### src/rtl/xbar_sched_pkg.sv
package xbar_sched_pkg;
    typedef enum logic {
        PH_IDLE = 1'b0,
        PH_SCAN = 1'b1
    } sched_phase_e;

    typedef enum logic {
        PICK_FIRST    = 1'b0,
        PICK_HEAVIEST = 1'b1
    } pick_mode_e;
endpackage

### src/rtl/backlog_matrix.sv
module backlog_matrix #(
    parameter int N_PORTS = 4,
    parameter int CNT_W   = 4,
    localparam int IDX_W  = $clog2(N_PORTS),
    localparam int CELLS  = N_PORTS * N_PORTS
) (
    input  logic                     clk,
    input  logic                     rst_n,
    input  logic                     arr_valid,
    input  logic [IDX_W-1:0]         arr_in,
    input  logic [IDX_W-1:0]         arr_out,
    input  logic [CELLS-1:0]         dec_mask,
    output logic [CELLS*CNT_W-1:0]   counts
);
    localparam logic [CNT_W-1:0] CNT_MAX = {CNT_W{1'b1}};

    for (genvar c = 0; c < CELLS; c++) begin : g_cell
        logic [CNT_W-1:0] cnt_d, cnt_q;
        logic             hit;

        assign hit = arr_valid
                   && (arr_in  == IDX_W'(c / N_PORTS))
                   && (arr_out == IDX_W'(c % N_PORTS));

        always_comb begin
            cnt_d = cnt_q;
            if (hit && !dec_mask[c]) begin
                if (cnt_q != CNT_MAX) cnt_d = cnt_q + 1'b1;
            end else if (dec_mask[c] && !hit) begin
                if (cnt_q != '0) cnt_d = cnt_q - 1'b1;
            end
        end

        always_ff @(posedge clk or negedge rst_n) begin
            if (!rst_n) cnt_q <= '0;
            else        cnt_q <= cnt_d;
        end

        assign counts[c*CNT_W +: CNT_W] = cnt_q;
    end
endmodule

### src/rtl/pick_output.sv
module pick_output #(
    parameter int N_PORTS = 4,
    parameter int CNT_W   = 4,
    localparam int IDX_W  = $clog2(N_PORTS)
) (
    input  logic [N_PORTS*CNT_W-1:0] row,
    input  logic [N_PORTS-1:0]       free,
    input  logic                     heaviest,
    output logic                     found,
    output logic [IDX_W-1:0]         idx
);
    logic [CNT_W-1:0] best;
    logic [CNT_W-1:0] cur;

    always_comb begin
        found = 1'b0;
        idx   = '0;
        best  = '0;
        cur   = '0;
        for (int j = 0; j < N_PORTS; j++) begin
            cur = row[j*CNT_W +: CNT_W];
            if (cur != '0 && free[j]) begin
                if (!found || (heaviest && cur > best)) begin
                    found = 1'b1;
                    idx   = IDX_W'(j);
                    best  = cur;
                end
            end
        end
    end
endmodule

### src/rtl/xbar_sched.sv
module xbar_sched
    import xbar_sched_pkg::*;
#(
    parameter int N_PORTS = 4,
    parameter int CNT_W   = 4,
    localparam int IDX_W  = $clog2(N_PORTS),
    localparam int CELLS  = N_PORTS * N_PORTS,
    localparam int ROW_W  = N_PORTS * CNT_W
) (
    input  logic                       clk,
    input  logic                       rst_n,
    input  logic                       arr_valid,
    input  logic [IDX_W-1:0]           arr_in,
    input  logic [IDX_W-1:0]           arr_out,
    input  logic                       slot_tick,
    input  logic                       weighted_mode,
    output logic [N_PORTS-1:0]         sel_valid,
    output logic [N_PORTS*IDX_W-1:0]   sel_in
);
    typedef struct packed {
        sched_phase_e                   ph;
        logic [IDX_W-1:0]               step;
        logic [IDX_W-1:0]               base;
        logic [IDX_W-1:0]               rr;
        logic [N_PORTS-1:0]             out_taken;
        logic [N_PORTS-1:0][IDX_W-1:0]  grant_in;
        logic [N_PORTS-1:0]             sel_v;
        logic [N_PORTS-1:0][IDX_W-1:0]  sel_i;
    } sched_st_t;

    sched_st_t                st_d, st_q;
    logic [CELLS*CNT_W-1:0]   counts;
    logic [CELLS-1:0]         dec_mask;
    logic [IDX_W-1:0]         cur_in;
    logic [ROW_W-1:0]         cur_row;
    logic                     pick_found;
    logic [IDX_W-1:0]         pick_idx;
    logic                     commit;
    logic                     scan_busy;
    logic                     scan_last;
    pick_mode_e               mode;

    assign mode      = pick_mode_e'(weighted_mode);
    assign cur_in    = st_q.base + st_q.step;
    assign cur_row   = counts[ROW_W*int'(cur_in) +: ROW_W];
    assign scan_busy = (st_q.ph == PH_SCAN);
    assign scan_last = (st_q.step == IDX_W'(N_PORTS - 1));

    backlog_matrix #(.N_PORTS(N_PORTS), .CNT_W(CNT_W)) u_backlog (
        .clk       (clk),
        .rst_n     (rst_n),
        .arr_valid (arr_valid),
        .arr_in    (arr_in),
        .arr_out   (arr_out),
        .dec_mask  (dec_mask),
        .counts    (counts)
    );

    pick_output #(.N_PORTS(N_PORTS), .CNT_W(CNT_W)) u_pick (
        .row      (cur_row),
        .free     (~st_q.out_taken),
        .heaviest (mode == PICK_HEAVIEST),
        .found    (pick_found),
        .idx      (pick_idx)
    );

    always_comb begin
        st_d     = st_q;
        commit   = 1'b0;
        dec_mask = '0;
        unique case (st_q.ph)
            PH_IDLE: begin
                if (slot_tick) begin
                    st_d.ph        = PH_SCAN;
                    st_d.step      = '0;
                    st_d.base      = st_q.rr;
                    st_d.out_taken = '0;
                end
            end
            PH_SCAN: begin
                if (pick_found) begin
                    st_d.out_taken[pick_idx] = 1'b1;
                    st_d.grant_in[pick_idx]  = cur_in;
                end
                if (scan_last) begin
                    commit     = 1'b1;
                    st_d.ph    = PH_IDLE;
                    st_d.sel_v = st_d.out_taken;
                    st_d.sel_i = st_d.grant_in;
                    st_d.rr    = st_q.rr + 1'b1;
                end else begin
                    st_d.step = st_q.step + 1'b1;
                end
            end
            default: st_d.ph = PH_IDLE;
        endcase
        if (commit) begin
            for (int o = 0; o < N_PORTS; o++) begin
                if (st_d.out_taken[o])
                    dec_mask[int'(st_d.grant_in[o])*N_PORTS + o] = 1'b1;
            end
        end
    end

    always_ff @(posedge clk or negedge rst_n) begin
        if (!rst_n) st_q <= '0;
        else        st_q <= st_d;
    end

    assign sel_valid = st_q.sel_v;
    assign sel_in    = st_q.sel_i;
endmodule

### config.mk
export PLATFORM = sky130hd
export DESIGN_NAME = xbar_sched
export DESIGN_NICKNAME = d
export VERILOG_FILES = /design/src/rtl/xbar_sched_pkg.sv /design/src/rtl/backlog_matrix.sv /design/src/rtl/pick_output.sv /design/src/rtl/xbar_sched.sv
export SDC_FILE = /design/constraint.sdc
export NUM_CORES = 1
export LEC_CHECK = 0
export ABC_CLOCK_PERIOD_IN_PS = 7400
export BUFFER_PORTS_ARGS = -buffer_cell sky130_fd_sc_hd__buf_2
export CORE_MARGIN = 2
export CORE_UTILIZATION = 45
export DETAILED_ROUTE_END_ITERATION = 10
export HOLD_SLACK_MARGIN = 0.12
export PLACE_DENSITY = 0.64
export RECOVER_POWER = 50
export SETUP_SLACK_MARGIN = 0.15
export SYNTH_ARGS = -nofsm -noshare
export SYNTH_HDL_FRONTEND = slang
export SYNTH_SLANG_ARGS = --single-unit
### constraint.sdc
create_clock -name clk -period 7.4 [get_ports clk]
set_input_delay 1.48 -clock clk [delete_from_list [all_inputs] [get_ports clk]]
set_output_delay 1.48 -clock clk [all_outputs]
set_load 0.005 [all_outputs]
# Word level (Yosys, flattened, before mapping)
# Index checks and enable logic that the tools add are counted.
# totals
register_bits,95
in_bits,9
wordCells,418
# classes
n_addsub,38
n_lt_le_gt_ge,13
n_eq_ne,41
shift,1
n_mux,114
bitwise,6
reduce_logical,175
# op_table
op,count
4-bit two-way mux,70
16-bit two-way mux,7
4-bit nonzero test,20
"4-bit by 1-bit adder with 4-bit output, second input constant",16
1-bit logical AND,64
"4-bit != test, second input constant",16
2-bit nonzero test,32
64-bit by 7-bit variable part select with 16-bit output,1
"4-bit by 1-bit subtractor with 4-bit output, second input constant",16
16-bit OR,3
3-bit AND reduction,16
"2-bit != test, second input constant",18
1-bit zero test,35
12-bit two-way mux,2
20-bit two-way mux,1
1-bit two-way mux,16
"5-bit by 1-bit greater-or-equal comparator with 1-bit output, second input constant",3
"5-bit < comparator, second input constant",3
2-bit two-way mux,7
13-bit two-way mux,1
1-bit demux with 4-bit select,3
4-bit greater-than comparator,3
"4-bit by 2-bit adder with 5-bit output, second input constant",2
"2-bit equality test, second input constant",5
other kinds (20),28

# Logic depth before layout (Yosys ltp)
# logic_depth
word_depth,47
depth_mapped,41

# Cells and area by module
# From an unflattened synthesis, not the netlist that was laid out.
# hier_totals
cells_unflattened,719
area_unflattened_um2,7332.0
# by_module_without_submodules
mod,instances,cells_per_inst,area_each_um2,seq_area_each_um2
backlog_matrix,1,438,4524.3,1601.5
xbar_sched,1,209,2284.7,775.7
pick_output,1,72,523.0,0.0

# Worst setup path before layout
# Ideal clock, no wire load.
# synth_timing
path_kind,register to register
from,reg st_q[28] (netlist bit)
to,reg u_backlog.g_cell[4].cnt_q[3]
arrival_ps,7887
required_time_ps,7296
path_slack_ps,-591
stages_incl_launch_ff,38
synth_period_minus_slack_ps,7991
cell_sequence,dfrtp_1 ha_1 buf_2 buf_1 mux4_2 nor2b_1 inv_1 ha_1 nor2b_1 o21a_1 o21ai_0 a21oi_1 o21ai_1 mux2i_1 ha_1 nor2b_1 o21a_1 o21a_1 [... 2 more ...] buf_2 o21ai_0 ha_1 nor2b_1 o21a_1 o21a_1 o21bai_1 nor3_2 or4_1 buf_2 nand2_1 nand2_1 nand2_1 ha_1 a21o_1 a21oi_1 a31oi_1 a221oi_1
# synth_rtl
element,line,text
from (decl),xbar_sched.sv:31,"sched_st_t st_d, st_q;"
from (signal assigned),xbar_sched.sv:107,else st_q <= st_d;
to (signal assigned),backlog_matrix.sv:36,else cnt_q <= cnt_d;
to (decl),backlog_matrix.sv:18,"logic [CNT_W-1:0] cnt_d, cnt_q;"

# Final worst setup path
# layout_timing
from,reg st_q[28] (netlist bit)
to,reg u_backlog.g_cell[0].cnt_q[2]
# layout_between
elab_chain_cells,46
elab_cells_between_ends,97
# layout_lines
element,line,text
"parallel branches: the longest is 41 deep, another holds 4-bit greater-than comparator",--,
16-bit two-way mux *,xbar_sched.sv:97,if (commit) begin
1-bit zero test,backlog_matrix.sv:27,if (hit && !dec_mask[c]) begin
1-bit logical AND,backlog_matrix.sv:27,
2-bit != test (no line) or 2-bit nonzero test (tied branches),--,
3-bit AND reduction (no line),--,
to (signal assigned),backlog_matrix.sv:36,
to (decl),backlog_matrix.sv:18,
# Mark *: on every way between the ends. The select of a mux whose other input is x is not followed.
# A chain may end at the register's enable or synchronous reset.

==> impl_results.md <==
* First-pass GRT wire length at 30,300 µm
* Synth top area share at 0.317
* Syn nets at 824
* CP Class: reg2reg
* Period utilization at 0.970
* Crit path max fanout at 8
* Vias after detailed routing at around 6,200
* Fin cells at 1,039
* Initial antenna violation count at 0
* Die area at 17,700 µm²
* Initial Utilization at 0.457
* Hold crit path type: reg2reg
* Core Area at 16,400 µm²
* EDFF count, synth at 0
* Post-Syn Area at approximately 7500 µm²
* Max Buffers Root-to-Sink at 2
* Unrepaired setup endpoints after global routing: yes
* Reg clk slew, reported paths at approximately 80 ps
* Warnings from Yosys at 0
* Final setup violating endpoints at 0
* Avg Synthesized Cell Area at 9.95 µm²
* Min cycle time layout at 7180 ps
* Top FF cell, synth: dfrtp_1
* Synth async-reset ratio at 1.00
* Slowest cell on crit path: or4_4
* Vias per cell at around 6.0
* Required time worst endpoint at around 7700 ps
* Antenna viol nets, final at 0
* Number of global-route vias before repair at between 6,000 and 7,000
* Die Y at 133 µm
* Drt drc at 0
* Placer congestion estimate at ~0.89
* Max H-tree Level at 3
* Die Span X at 133 µm
* Pin count of the biggest net entering global routing at 52
* CTS root buffer: clkbuf_16
* Avg WL per Cell at 18.4 µm
* Hold path depth at 2
* Cell total after placement at slightly below 1,000
* Synth top area cells: dfrtp_1 32%, mux2i_1 9.2%, ha_1 7.7%, fa_1 4.3%, mux2_2 4.1%
* Num ports at 21
* Hold Violations, Final at 0
* Unique masters post-synth at between 60 and 70
* TritonRoute pass-1 iters at 7
* Final WL at approximately 19,000 µm
* Gate Count Post-Synth at 753
* Yosys top cell by area: dfrtp_1
* Initial DRC Count at between 300 and 400
* Crit start category: register
* Crit path top cell by count: o21a_1
* Buffers on Ports at 20
* Fillers at 1,397
* Antenna Cells at 0
* MaxCap Viol Count at 2
* Worst Path Arrival at 7440 ps
* FF-to-FF path depth at 33
* Slew @ Worst Pin at around 2800 ps
* Sink Count at 95
* Flops & latches, synth at 95
* CTS tree: done
* Layout area overhead at 20.9%
* Sequential element share of the synthesized area at 0.317
* Post-CTS Hold Buffers at 0
* Setup crit end kind: register
* Outcome: finished with violations
* Rows at 47
* Violated checks: capacitance limit, slew limit
* Slew Limit Fails at 98
* Worst-Skew Late Latency at 360 ps
* Share of cells above drive strength 1 at 0.287
* Fmax at 139 MHz
* Final #Nets at 885
* Slew HR at -0.839
* Post-DP HPWL at 13,600 µm
* Clk_skew at 8.52 ps
* CP peak stage delay at 630 ps
* GRT overflow at 0
* Gr usage total at 0.212
* CTS buffer count at 9
==> sequential cells by signal, indices dropped and copies added (netlist names) <==
register                cells
u_backlog.g_cell.cnt_q     64
st_q                       18
sel_valid                   4
scan_busy                   1
sel_in                      8
==> cell families after synthesis <==
logic type      count (synthesis)  synth area share
compound gates                154             0.156
xor+xnor                       48            0.0581
fa+ha+maj                      62             0.120
buf+inv                        54            0.0349
flops                          95             0.317
mux                           105             0.159
simple gates                  235             0.156
==> placed cells by master, fill, tap and decap left out, types with 7 or more instances in the layout <==
cell type / n
ha_1: 39
nand2_1: 67
or2_2: 10
nand4_1: 16
ha_4: 7
fa_1: 14
a21o_1: 21
dfrtp_1: 93
mux4_2: 8
xor2_1: 25
nor3_1: 16
inv_1: 17
buf_2: 16
mux2_2: 26
buf_4: 55
clkbuf_16: 9
o21a_1: 7
mux2i_1: 67
nor2_1: 43
nand3_1: 11
a21oi_1: 13
nand2_2: 9
o21ai_0: 28
xnor2_1: 21
o31ai_1: 7
a21oi_2: 11
==> Yosys cell counts (15+ instances only) <==
cell,n
inv_1,21
a21o_1,21
dfrtp_1,95
nand3_1,15
mux2i_1,69
nand4_1,16
nor2_1,43
a21oi_1,25
fa_1,16
ha_1,46
xor2_1,25
o21ai_0,30
xnor2_1,22
mux2_2,27
nand2_1,80
nor3_1,16
==> routing by layer <==
metal | track usage | share of wire
met5 | 0 | 0
met4 | 0.0603 | 0.023
met3 | 0.0437 | 0.038
met2 | 0.356 | 0.49
met1 | 0.278 | 0.45
==> final cells by class <==
type	count	area (µm²)	share of cell area
Clock buffer	9	225	0.0249
Inverter	21	78.8	0.00870
Clock inverter	7	104	0.0115
Tap cell	220	275	0.0304
Timing Repair Buffer	83	583	0.0644
Sequential cell	95	2380	0.263
Multi-Input combinational cell	604	5410	0.598
==> timing repair <==
item                                    CTS  global route
endpoints found under the setup margin   24            33
pin swaps                                 8            45
hold endpoints to repair                  0             0
buffers inserted                          6            36
gates resized for setup                   7            83
==> worst max-delay path: cells and delay by family (launching register included) <==
| kind | cells | cell delay, ps |
|---|---|---|
| compound gates | 15 | 2640 |
| fa+ha+maj | 5 | 1230 |
| mux | 2 | 770 |
| simple gates | 6 | 1150 |
| flops | 1 | 450 |
| xor+xnor | 2 | 490 |
| buf+inv | 3 | 330 |
==> through the flow <==
step	TNS, ps	instance area, µm²	worst slack [ps]	utilization	hold WS [ps]
6_report	0	9060	219	0.552	463
5_1_grt	-562	9060	-86.4	0.552	497
4_1_cts	0	8370	167	0.510	470
3_5_place_dp	-754	7960	-163	0.485	454
3_3_place_gp	0	7960	76.0	0.485	446
2_1_floorplan	0	7650	134	-	440
==> path summary, 6_finish.rpt <==
kind | startpoint | end | slack [ps]
max | st_q[28] | u_backlog.g_cell[0].cnt_q[2] | 220
min | sel_valid[3] | sel_valid[3] | 460
min in group asynchronous | rst_n | sel_in[2] | 1940
max reg2reg | st_q[28] | u_backlog.g_cell[0].cnt_q[2] | 220
max in group asynchronous | rst_n | st_q[29] | 1670
min reg2reg | sel_valid[3] | sel_valid[3] | 460
Power is left out: the tool's default activity adds up to more than one toggle a clock period on the data nets, which glitch-free logic cannot reach.
